<file path="src/rtl/srx_pkg.sv">
package srx_pkg;
    typedef enum logic [2:0] {
        RX_IDLE,
        RX_START,
        RX_DATA,
        RX_PARITY,
        RX_STOP
    } rx_state_e;

    localparam int STAT_READY   = 1;
    localparam int STAT_PARERR  = 3;
    localparam int STAT_OVERRUN = 4;
    localparam int STAT_FRAMERR = 5;
    localparam int STAT_SYNC    = 6;
    localparam int STAT_MODEM   = 7;
endpackage

</file>
<file path="src/rtl/srx_sync.sv">
module srx_sync #(
    parameter int STAGES = 2
) (
    input  logic clk,
    input  logic rst_n,
    input  logic din,
    output logic dout
);
    logic [STAGES-1:0] chain_q;

    generate
        for (genvar i = 0; i < STAGES; i++) begin : g_stage
            always_ff @(posedge clk or negedge rst_n) begin
                if (!rst_n) begin
                    chain_q[i] <= 1'b1;
                end else if (i == 0) begin
                    chain_q[i] <= din;
                end else begin
                    chain_q[i] <= chain_q[(i == 0) ? 0 : i-1];
                end
            end
        end
    endgenerate

    assign dout = chain_q[STAGES-1];
endmodule

</file>
<file path="src/rtl/srx_frame.sv">
module srx_frame
    import srx_pkg::*;
#(
    parameter int OVERSAMPLE = 16,
    parameter int DATA_W     = 8
) (
    input  logic              clk,
    input  logic              rst_n,
    input  logic              rx_en,
    input  logic              rx_line,
    input  logic [1:0]        cfg_data_bits,
    input  logic              cfg_parity_en,
    input  logic              cfg_parity_odd,
    output logic              chr_valid,
    output logic [DATA_W-1:0] chr_data,
    output logic              chr_perr,
    output logic              chr_ferr
);
    localparam int CW   = $clog2(OVERSAMPLE);
    localparam int HALF = OVERSAMPLE / 2;
    localparam int IW   = $clog2(DATA_W + 1);

    typedef struct packed {
        rx_state_e         state;
        logic [CW-1:0]     cnt;
        logic [IW-1:0]     bit_idx;
        logic [DATA_W-1:0] shreg;
        logic              par_acc;
        logic              perr;
        logic              out_valid;
        logic [DATA_W-1:0] out_data;
        logic              out_perr;
        logic              out_ferr;
    } frame_t;

    frame_t frm_d, frm_q;
    logic [IW-1:0] nbits;
    logic          bit_end;

    assign nbits   = IW'(5) + IW'(cfg_data_bits);
    assign bit_end = (frm_q.cnt == CW'(OVERSAMPLE - 1));

    always_comb begin
        frm_d           = frm_q;
        frm_d.out_valid = 1'b0;
        case (frm_q.state)
            RX_IDLE: begin
                if (!rx_line) begin
                    frm_d.state = RX_START;
                    frm_d.cnt   = '0;
                end
            end
            RX_START: begin
                if (frm_q.cnt == CW'(HALF - 1)) begin
                    frm_d.cnt = '0;
                    if (!rx_line) begin
                        frm_d.state   = RX_DATA;
                        frm_d.bit_idx = '0;
                        frm_d.shreg   = '0;
                        frm_d.par_acc = 1'b0;
                        frm_d.perr    = 1'b0;
                    end else begin
                        frm_d.state = RX_IDLE;
                    end
                end else begin
                    frm_d.cnt = frm_q.cnt + 1'b1;
                end
            end
            RX_DATA: begin
                if (bit_end) begin
                    frm_d.cnt     = '0;
                    frm_d.shreg   = {rx_line, frm_q.shreg[DATA_W-1:1]};
                    frm_d.par_acc = frm_q.par_acc ^ rx_line;
                    frm_d.bit_idx = frm_q.bit_idx + 1'b1;
                    if (frm_q.bit_idx == nbits - 1'b1) begin
                        frm_d.state = cfg_parity_en ? RX_PARITY : RX_STOP;
                    end
                end else begin
                    frm_d.cnt = frm_q.cnt + 1'b1;
                end
            end
            RX_PARITY: begin
                if (bit_end) begin
                    frm_d.cnt   = '0;
                    frm_d.perr  = ((frm_q.par_acc ^ rx_line) != cfg_parity_odd);
                    frm_d.state = RX_STOP;
                end else begin
                    frm_d.cnt = frm_q.cnt + 1'b1;
                end
            end
            RX_STOP: begin
                if (bit_end) begin
                    frm_d.cnt       = '0;
                    frm_d.out_valid = 1'b1;
                    frm_d.out_data  = frm_q.shreg >> (IW'(DATA_W) - nbits);
                    frm_d.out_perr  = frm_q.perr;
                    frm_d.out_ferr  = !rx_line;
                    frm_d.state     = RX_IDLE;
                end else begin
                    frm_d.cnt = frm_q.cnt + 1'b1;
                end
            end
            default: frm_d.state = RX_IDLE;
        endcase
        if (!rx_en) begin
            frm_d.state = RX_IDLE;
            frm_d.cnt   = '0;
        end
    end

    always_ff @(posedge clk or negedge rst_n) begin
        if (!rst_n) begin
            frm_q <= '{state: RX_IDLE, default: '0};
        end else begin
            frm_q <= frm_d;
        end
    end

    assign chr_valid = frm_q.out_valid;
    assign chr_data  = frm_q.out_data;
    assign chr_perr  = frm_q.out_perr;
    assign chr_ferr  = frm_q.out_ferr;

    AST_IDLE_WHEN_OFF: assert property (@(posedge clk) disable iff (!rst_n)
        !rx_en |=> (frm_q.state == RX_IDLE && !chr_valid));
    AST_PAD_ZERO_5: assert property (@(posedge clk) disable iff (!rst_n)
        (chr_valid && cfg_data_bits == 2'b00) |-> (chr_data[DATA_W-1:5] == '0));
    AST_VALID_ONE_CYCLE: assert property (@(posedge clk) disable iff (!rst_n)
        chr_valid |=> !chr_valid);
endmodule

</file>
<file path="src/rtl/srx_status.sv">
module srx_status
    import srx_pkg::*;
#(
    parameter int DATA_W = 8
) (
    input  logic              clk,
    input  logic              rst_n,
    input  logic              chr_valid,
    input  logic [DATA_W-1:0] chr_data,
    input  logic              chr_perr,
    input  logic              chr_ferr,
    input  logic              cmd_wr,
    input  logic              cmd_rx_enable,
    input  logic              cmd_err_reset,
    input  logic              host_rd,
    input  logic              modem_ready,
    input  logic              sync_detect,
    output logic              rx_en,
    output logic [DATA_W-1:0] rd_data,
    output logic [7:0]        status
);
    typedef struct packed {
        logic              enable;
        logic              ready;
        logic              ovr;
        logic              perr;
        logic              ferr;
        logic [DATA_W-1:0] buffer;
    } stat_t;

    stat_t st_d, st_q;

    always_comb begin
        st_d = st_q;
        if (cmd_wr) begin
            st_d.enable = cmd_rx_enable;
            if (cmd_err_reset) begin
                st_d.ovr  = 1'b0;
                st_d.perr = 1'b0;
                st_d.ferr = 1'b0;
            end
        end
        if (host_rd) begin
            st_d.ready = 1'b0;
        end
        if (chr_valid) begin
            st_d.buffer = chr_data;
            if (st_q.ready && !host_rd) begin
                st_d.ovr = 1'b1;
            end
            st_d.ready = 1'b1;
            st_d.perr  = st_d.perr | chr_perr;
            st_d.ferr  = st_d.ferr | chr_ferr;
        end
    end

    always_ff @(posedge clk or negedge rst_n) begin
        if (!rst_n) begin
            st_q <= '0;
        end else begin
            st_q <= st_d;
        end
    end

    always_comb begin
        status               = '0;
        status[STAT_READY]   = st_q.ready;
        status[STAT_PARERR]  = st_q.perr;
        status[STAT_OVERRUN] = st_q.ovr;
        status[STAT_FRAMERR] = st_q.ferr;
        status[STAT_SYNC]    = sync_detect;
        status[STAT_MODEM]   = modem_ready;
    end

    assign rx_en   = st_q.enable;
    assign rd_data = st_q.buffer;

    AST_READY_ON_CHAR: assert property (@(posedge clk) disable iff (!rst_n)
        chr_valid |=> st_q.ready);
    AST_READY_CLEARS: assert property (@(posedge clk) disable iff (!rst_n)
        (host_rd && !chr_valid) |=> !st_q.ready);
    AST_OVERRUN_SETS: assert property (@(posedge clk) disable iff (!rst_n)
        (chr_valid && st_q.ready && !host_rd) |=> st_q.ovr);
    AST_ERR_RESET: assert property (@(posedge clk) disable iff (!rst_n)
        (cmd_wr && cmd_err_reset && !chr_valid) |=> !(st_q.ovr || st_q.perr || st_q.ferr));
    AST_ERR_STICKY: assert property (@(posedge clk) disable iff (!rst_n)
        ((st_q.ovr || st_q.perr || st_q.ferr) && !(cmd_wr && cmd_err_reset))
        |=> (st_q.ovr || st_q.perr || st_q.ferr));
    AST_NO_LOAD_OFF: assert property (@(posedge clk) disable iff (!rst_n)
        (!st_q.enable && !chr_valid) |=> $stable(st_q.buffer));
endmodule

</file>
<file path="src/rtl/serial_rx_status.sv">
module serial_rx_status #(
    parameter int OVERSAMPLE  = 16,
    parameter int DATA_W      = 8,
    parameter int SYNC_STAGES = 2
) (
    input  logic              clk,
    input  logic              rst_n,
    input  logic              rx_serial,
    input  logic [1:0]        cfg_data_bits,
    input  logic              cfg_parity_en,
    input  logic              cfg_parity_odd,
    input  logic              cmd_wr,
    input  logic              cmd_rx_enable,
    input  logic              cmd_err_reset,
    input  logic              host_rd,
    input  logic              modem_ready,
    input  logic              sync_detect,
    output logic [DATA_W-1:0] rd_data,
    output logic [7:0]        status
);
    logic              line_s;
    logic              rx_en;
    logic              chr_valid;
    logic [DATA_W-1:0] chr_data;
    logic              chr_perr;
    logic              chr_ferr;

    srx_sync #(.STAGES(SYNC_STAGES)) u_sync (
        .clk  (clk),
        .rst_n(rst_n),
        .din  (rx_serial),
        .dout (line_s)
    );

    srx_frame #(.OVERSAMPLE(OVERSAMPLE), .DATA_W(DATA_W)) u_frame (
        .clk           (clk),
        .rst_n         (rst_n),
        .rx_en         (rx_en),
        .rx_line       (line_s),
        .cfg_data_bits (cfg_data_bits),
        .cfg_parity_en (cfg_parity_en),
        .cfg_parity_odd(cfg_parity_odd),
        .chr_valid     (chr_valid),
        .chr_data      (chr_data),
        .chr_perr      (chr_perr),
        .chr_ferr      (chr_ferr)
    );

    srx_status #(.DATA_W(DATA_W)) u_status (
        .clk          (clk),
        .rst_n        (rst_n),
        .chr_valid    (chr_valid),
        .chr_data     (chr_data),
        .chr_perr     (chr_perr),
        .chr_ferr     (chr_ferr),
        .cmd_wr       (cmd_wr),
        .cmd_rx_enable(cmd_rx_enable),
        .cmd_err_reset(cmd_err_reset),
        .host_rd      (host_rd),
        .modem_ready  (modem_ready),
        .sync_detect  (sync_detect),
        .rx_en        (rx_en),
        .rd_data      (rd_data),
        .status       (status)
    );
endmodule

</file>
<file path="config.mk">
export PLATFORM = sky130hd
export DESIGN_NAME = serial_rx_status
export DESIGN_NICKNAME = d
export VERILOG_FILES = /design/src/rtl/srx_pkg.sv /design/src/rtl/srx_sync.sv /design/src/rtl/srx_frame.sv /design/src/rtl/srx_status.sv /design/src/rtl/serial_rx_status.sv
export SDC_FILE = /design/constraint.sdc
export NUM_CORES = 1
export LEC_CHECK = 0
export BUFFER_PORTS_ARGS = -buffer_cell sky130_fd_sc_hd__buf_2
export CAP_MARGIN = 15
export CORE_MARGIN = 8
export CORE_UTILIZATION = 57
export CTS_BUF_LIST = sky130_fd_sc_hd__clkbuf_16
export DETAILED_ROUTE_END_ITERATION = 8
export GPL_ROUTABILITY_DRIVEN = 1
export HOLD_SLACK_MARGIN = 0.06
export PLACE_DENSITY = 0.88
export SKIP_CTS_REPAIR_TIMING = 1
export SYNTH_ARGS = -nofsm -noshare
export SYNTH_HDL_FRONTEND = slang
export SYNTH_SLANG_ARGS = --single-unit
</file>
<file path="constraint.sdc">
create_clock -name clk -period 2.1 [get_ports clk]
set_input_delay 0 -clock clk [delete_from_list [all_inputs] [get_ports clk]]
set_output_delay 0 -clock clk [all_outputs]
set_load 0.005 [all_outputs]
</file>
==> reports/metrics.cfg, run 1 <==
[detailed_routing]
dr.pass1.iters=4
avgViaCountPerCell=5.80
via_count=1623
postRouteAntennaNets=0
drc_errors=0
drt-total-wl_mm=4.58
wire_per_inst_um=16.3
drt_iter0_drc=85

[critical_path]
rrSetupSlack_ns=0.19
max_stage_delay_ns=0.47
critical_path_required_ns=2.31
crit_chain=ha_1, and3_1, and3b_1, a2111oi_2, mux2i_1
crit_arrival_ns=2.12
crit_path_max_fanout=5
critPathCaptureType=flop
worstSetupPathType=reg -> reg
cp_slowest_cell=a2111oi_2
startpoint_type=flop

[global_routing]
grt_util_all_layers_pct=15.1
grt_overflow=0
grt_max_degree=27
grt_pass1_vias=1570
antenna_found_initial=0
grt_pass1_wl_mm=7.42

[logic_synthesis]
yosys.cell_types.count=43
yosysTopAreaCellShare_pct=49.5
synth.avg_cell_area_um2=11.2
yosys-top-cells-count=45 x dfrtp_1, 21 x nand2_1, 17 x mux2_2, 12 x a22o_1, 12 x o21ai_0
synthTopCellsByArea=dfrtp_1 50%, mux2_2 8.4%, a22o_1 4.6%
synth_edf_count=0
yosys_warnings=0
yosysSeqAreaShare_pct=51.8
syn_area_mm2=0.00227
async_reset_ff_share_pct=100
yosysMostFrequentCell=dfrtp_1
synth-seq-cells=47
yosysTopAreaCell=dfrtp_1
syn_inst=203
synth_flop_cell=dfrtp_1

[place]
gp_congestion=0.823
dpl-instance-area_mm2=0.00239
io_buffers=22
dp_hpwl_mm=3.09
dpl.cell_count=265

[sta]
fin_crit_ns=1.91
worstMarginPinSlew_ns=0.613
setup_viol=0
maxSlewHeadroom_pct=58.8
report.final.slew_viol_count=0
clock_skew_ns=0.00535
setup_tns_ns=0
timing.fmax_mhz=525
rsz0062_at_grt=false
hold_violations=0
fin_crit_sh_pct=90.7

[layout]
design_area_mm2=0.00264
final_nets=244
multi_input_area_um2=992
register_area_mm2=0.00118
nFillCells=301
n_antenna_cell=0
area_delta_synth_final_pct=15.9
fin_cells=280
layout-drive-gt1-share_pct=25.2

[clock_network]
cts_max_path_buffers=2
cts-buffers-inserted=5
cts_root_buffer=clkbuf_16
clk_latency_ns=0.29
htree_levels=2
cts_sinks=47
tritoncts=done
clk_pin_slew_ns=0.07

[floorplan]
core_mm2=0.00391
rows=23
die_x_um=79.2
dieArea_mm2=0.00627
die_h_um=79.2
io_pins=29
start_util_pct=58.1

[power_and_ir_drop]
clock_power_share_pct=39.8
p_int_w=0.00168
power_density_mw_per_mm2=864
switching_power_w=0.000593
vdd_drop_max_mv=0.429
seqPwrFrac_pct=43.7
power_frac_comb_pct=16.4
p_leak_nw=1.30
swShare_pct=26.1

[run_status]
outcome=finished, final reports clean

[flow_run]
max-cap-violations=0

[hold_path]
worstHoldPathType=in -> reg

cell type report:
| class | instances | share of cell area, % |
|---|---|---|
| Clock buffer | 5 | 4.75 |
| Clock inverter | 3 | 1.80 |
| Multi-Input combinational cell | 138 | 37.7 |
| Sequential cell | 47 | 44.7 |
| Timing Repair Buffer | 34 | 8.26 |
| Inverter | 3 | 0.427 |
| Tap cell | 50 | 2.37 |
layout by cell type (no fill, tap or decap), drive strengths merged, types with 2 or more instances in the layout:
master and instances:
dfrtp 45, dfstp 2, a21oi 6, nand4b 2, nor2b 3, inv 4
nand3b 3, dlygate4sd3 7, o21ai 12, nand2 21, a2111oi 3, nor2 10
and2 2, xor2 2, conb 2, and3 3, nor3 2, ha 2
mux2i 9, a22o 12, nand3 7, xnor2 6, mux2 17, clkbuf 5
buf 27
state kept, by name, summed over array words and instances (netlist names):
name	cells
u_frame.chr_data	8
u_frame.chr_ferr	1
u_frame.chr_perr	1
u_frame.chr_valid	1
u_frame.frm_q	21
u_status.rd_data	8
u_status.rx_en	1
u_status.status	4
u_sync.chain_q	1
u_sync.dout	1
power groups by stage:
stage | clock network, W | logic, W | registers (W)
global route | 0.000962 | 0.000415 | 0.00100
floorplan | 0 | 0.000286 | 0.000985
detailed placement | 0 | 0.000354 | 0.00101
CTS | 0.000918 | 0.000358 | 0.000993
finish | 0.000907 | 0.000374 | 0.000996
global placement | 0 | 0.000343 | 0.00101
worst paths after layout:
| path | from | endpoint | cells after the start |
|---|---|---|---|
| max | u_frame.frm_q[26]$_DFFE_PN0P_ | u_frame.frm_q[30]$_DFFE_PN0P_ | 5 |
| min | cfg_data_bits[1] | u_frame.chr_data[6]$_DFFE_PN0P_ | 3 |
| max reg2reg | u_frame.frm_q[26]$_DFFE_PN0P_ | u_frame.frm_q[30]$_DFFE_PN0P_ | 5 |
| min reg2reg | u_sync.chain_q[0]$_DFF_PN1_ | u_sync.dout$_DFF_PN1_ | 0 |
| max in group asynchronous | rst_n | u_frame.chr_data[2]$_DFFE_PN0P_ | 3 |
| min in group asynchronous | rst_n | u_frame.frm_q[31]$_DFFE_PN0P_ | 2 |
logic make-up (layout without fill, tap and decap cells):
kind of cell	after synthesis	after routing	share of synthesized area [%]
mux	26	26	12.4
buf+inv	19	45	4.68
simple gates	58	58	13.3
xor+xnor	8	8	3.08
other cells	1	2	0.165
compound gates	42	42	13.5
fa+ha+maj	2	2	1.10
flops	47	47	51.8
metal layers:
layer / share of wire (%) / GRT usage [%] / vias to the layer above / routed length (um)
met1: 45 / 18.2 / 790 / 2040
met4: 2.0 / 7.78 / 0 / 91
met2: 48 / 24.4 / 50 / 2200
li1: - / - / 776 / -
met5: 0 / 0 / - / 0
met3: 5.3 / 3.61 / 7 / 244
worst max-delay path, delay by kind of cell, from the launching register on:
kind	cells	cell delay, ns
compound gates	1	0.47
fa+ha+maj	1	0.23
simple gates	2	0.52
flops	1	0.39
mux	1	0.23
stage by stage:
| step | util (%) | setup slack (ns) | hold WS, ns | power (W) |
|---|---|---|---|---|
| global route | 67.3 | 0.0279 | 0.0992 | 0.00238 |
| global placement | 61.1 | 0.273 | -0.00735 | 0.00135 |
| detailed placement | 61.1 | 0.241 | -0.00185 | 0.00136 |
| finish | 67.3 | 0.195 | 0.0914 | 0.00228 |
| CTS | 65.5 | 0.224 | -0.307 | 0.00227 |
| floorplan | - | 0.338 | -0.296 | 0.00127 |
Power figures use the tool's default switching activity.
==> run 2: changes to the inputs <==
- CORE_UTILIZATION: 57 -> 51
- PLACE_DENSITY: 0.88 -> 0.83
- SLEW_MARGIN: unset -> 20
- clock period: 2.1 -> 1.6 ns (I/O delays scaled with it)
==> run 2 against run 1 <==
The flow now finishes with violations (setup timing). Clock skew decreased by 0.00077 ns. Via count increased by 9.4%. Sequential share of layout area fell by 4.8 points. Critical path depth fell by 2. Global-route usage decreased by 0.47 points. Combinational power increased by 120%. Largest cell class unchanged. Core utilization increased by 1.1 points.
==> reports/metrics.cfg, run 2 (synthesized netlist as in run 1, its figures left out) <==
[run_status]
outcome=finished, violations left  ; was finished, final reports clean
failed_checks=setup timing

[power_and_ir_drop]
power_density_mw_per_mm2=1120  ; was 864 mW/mm^2
power_w=0.00331  ; was 0.00228 W
vdd_drop_max_mv=0.829  ; was 0.429 mV
p_leak_nw=1.44  ; was 1.30 nW

[detailed_routing]
drc_errors=0  ; unchanged
avgViaCountPerCell=5.80  ; about the same
wl_met1_mm=2.29  ; was 2.04 mm
route.met2.wl_mm=2.71  ; was 2.20 mm
wire_per_inst_um=17.7  ; was 16.3 um
postRouteAntennaNets=0  ; unchanged
met3_length_um=301  ; was 244 um
drt_iter0_drc=125  ; was 85
dr.pass1.iters=4  ; unchanged
drt-total-wl_mm=5.41  ; was 4.58 mm
via_count=1775  ; was 1623
top_layer=met4  ; unchanged

[clock_network]
clk_latency_ns=0.29  ; about the same
clk_pin_slew_ns=0.07  ; about the same
cts_root_buffer=clkbuf_16  ; unchanged
htree_levels=2  ; unchanged
cts_sinks=47  ; unchanged
cts_max_path_buffers=2  ; unchanged
tritoncts=done  ; unchanged
cts-buffers-inserted=5  ; unchanged

[critical_path]
crit_path_end=u_frame.frm_q[21]$_DFFE_PN0P_  ; was u_frame.frm_q[30]$_DFFE_PN0P_
crit_arrival_ns=1.93  ; was 2.12 ns
rrSetupSlack_ns=-0.15  ; was 0.19 ns
cp_slowest_cell=or4b_4  ; was a2111oi_2
reg2reg_from=u_frame.frm_q[30]$_DFFE_PN0P_  ; was u_frame.frm_q[26]$_DFFE_PN0P_
startpoint=u_frame.frm_q[30]$_DFFE_PN0P_  ; was u_frame.frm_q[26]$_DFFE_PN0P_
worst-path-stages=3  ; was 5
crit_family=simple AND/OR/NAND/NOR gates  ; unchanged
r2r_end=u_frame.frm_q[21]$_DFFE_PN0P_  ; was u_frame.frm_q[30]$_DFFE_PN0P_
crit_path_max_fanout=6  ; was 5
critical_path_required_ns=1.78  ; was 2.31 ns
worstSetupPathType=reg -> reg  ; unchanged
startpoint_type=flop  ; unchanged
cp.buffers_inverters=0  ; unchanged
rr_worst_depth=3  ; was 5
critPathCaptureType=flop  ; unchanged
max_stage_delay_ns=0.58  ; was 0.47 ns
crit_chain=or4b_4, a211o_4, mux2_2  ; was ha_1, and3_1, and3b_1, a2111oi_2, mux2i_1

[layout]
largest-register=u_frame.frm_q  ; unchanged
area_delta_synth_final_pct=30.1  ; was 15.9%
final_common_cell=dfrtp_1  ; unchanged
layout-drive-gt1-share_pct=37.8  ; was 25.2%
final_nets=268  ; was 244
layout_common_cells=44 x dfrtp_1, 23 x buf_2, 23 x buf_4  ; was 45 x dfrtp_1, 22 x buf_2, 21 x nand2_1
utilization_pct=68.4  ; was 67.3%
n_antenna_cell=0  ; unchanged
largest_register_ffs=21  ; unchanged

[sta]
final.setup.worst_slack_ns=-0.152  ; was 0.195 ns
fin_crit_ns=1.75  ; was 1.91 ns
worstMarginPinSlew_ns=0.716  ; was 0.613 ns
timing.fmax_mhz=571  ; was 525 MHz
setup_viol=14  ; was 0
rsz0062_at_grt=true  ; was false
report.final.slew_viol_count=0  ; unchanged
holdWs_ns=0.0508  ; was 0.0914 ns
maxSlewHeadroom_pct=52.3  ; was 58.8%
hold_violations=0  ; unchanged
clock_skew_ns=0.00458  ; was 0.00535 ns
fin_crit_sh_pct=109  ; was 90.7%

[floorplan]
rows=24  ; was 23
start_util_pct=52.6  ; was 58.1%
die_h_um=82.8  ; was 79.2 um
core_mm2=0.00432  ; was 0.00391 mm^2
dieArea_mm2=0.00685  ; was 0.00627 mm^2
io_pins=29  ; unchanged
die_x_um=82.8  ; was 79.2 um

[hold_path]
worstHoldPathType=in -> reg  ; unchanged

[global_routing]
antenna_found_initial=0  ; unchanged
grt_util_all_layers_pct=14.6  ; was 15.1%
grt_overflow=0  ; unchanged
grt_max_degree=34  ; was 27
grt_pass1_wl_mm=7.62  ; was 7.42 mm
grt_pass1_vias=1609  ; was 1570

[place]
io_buffers=22  ; unchanged
pre_cts_ws_ns=-0.174  ; was 0.241 ns
dp_hpwl_mm=3.16  ; was 3.09 mm
gp_congestion=0.836  ; was 0.823

[flow_run]
max-cap-violations=0  ; unchanged

[run 2: layout make-up]
| cell class | count | area, um^2 |
|---|---|---|
| Sequential cell | 47 | 1180 |
| Timing Repair Buffer | 57 | 412 |
| Inverter | 3 | 11.3 |
| Fill cell | 311 | 1370 |
| Multi-Input combinational cell | 139 | 1120 |
| Clock buffer | 5 | 125 |
| Clock inverter | 3 | 47.5 |
| Tap cell | 52 | 65.1 |
[run 2: tightest hold or removal path, delay by kind of cell]
kind / cells / cell delay [ns]
AOI/OAI and AO/OA: 1 / 0.12
buffers and inverters: 1 / 0.10
and+or+nand+nor: 1 / 0.09
[run 2: worst min-delay path by stage]
stage	to	cells after the start	start	slack, ns
3_5_place_dp	status[6]	0	sync_detect	0.00006
3_3_place_gp	status[6]	0	sync_detect	0.00006
2_1_floorplan	u_frame.chr_data[0]$_DFFE_PN0P_	0	rst_n	-0.30
6_report	u_status.status[5]$_DFF_PN0_	3	cmd_err_reset	0.05
5_1_grt	u_status.status[5]$_DFF_PN0_	3	cmd_err_reset	0.08
4_1_cts	u_frame.frm_q[28]$_DFFE_PN0P_	1	rst_n	-0.22
[run 2: power breakdown]
group / switching (W) / leakage (nW) / internal (W)
Clock: 0.000463 / 0.0844 / 0.000745
Sequential: 0.0000341 / 0.613 / 0.00123
Combinational: 0.000427 / 0.745 / 0.000403
Total: 0.000924 / 1.44 / 0.00238
[run 2: stage by stage]
| stage | setup TNS [ns] | instances | cell area, um^2 |
|---|---|---|---|
| finish | -1.25 | 306 | 2960 |
| global route | -1.96 | 306 | 2960 |
| CTS | -1.80 | 292 | 2720 |
| detailed placement | -1.50 | 284 | 2550 |
| global placement | -1.06 | 284 | 2550 |
| floorplan | -1.33 | 204 | 2290 |
[run 2: layer usage]
| layer | vias up | global-route usage, % |
|---|---|---|
| met5 | - | 0 |
| met4 | 0 | 7.24 |
| met3 | 11 | 3.90 |
| met2 | 64 | 21.7 |
| met1 | 867 | 19.2 |
| li1 | 833 | - |
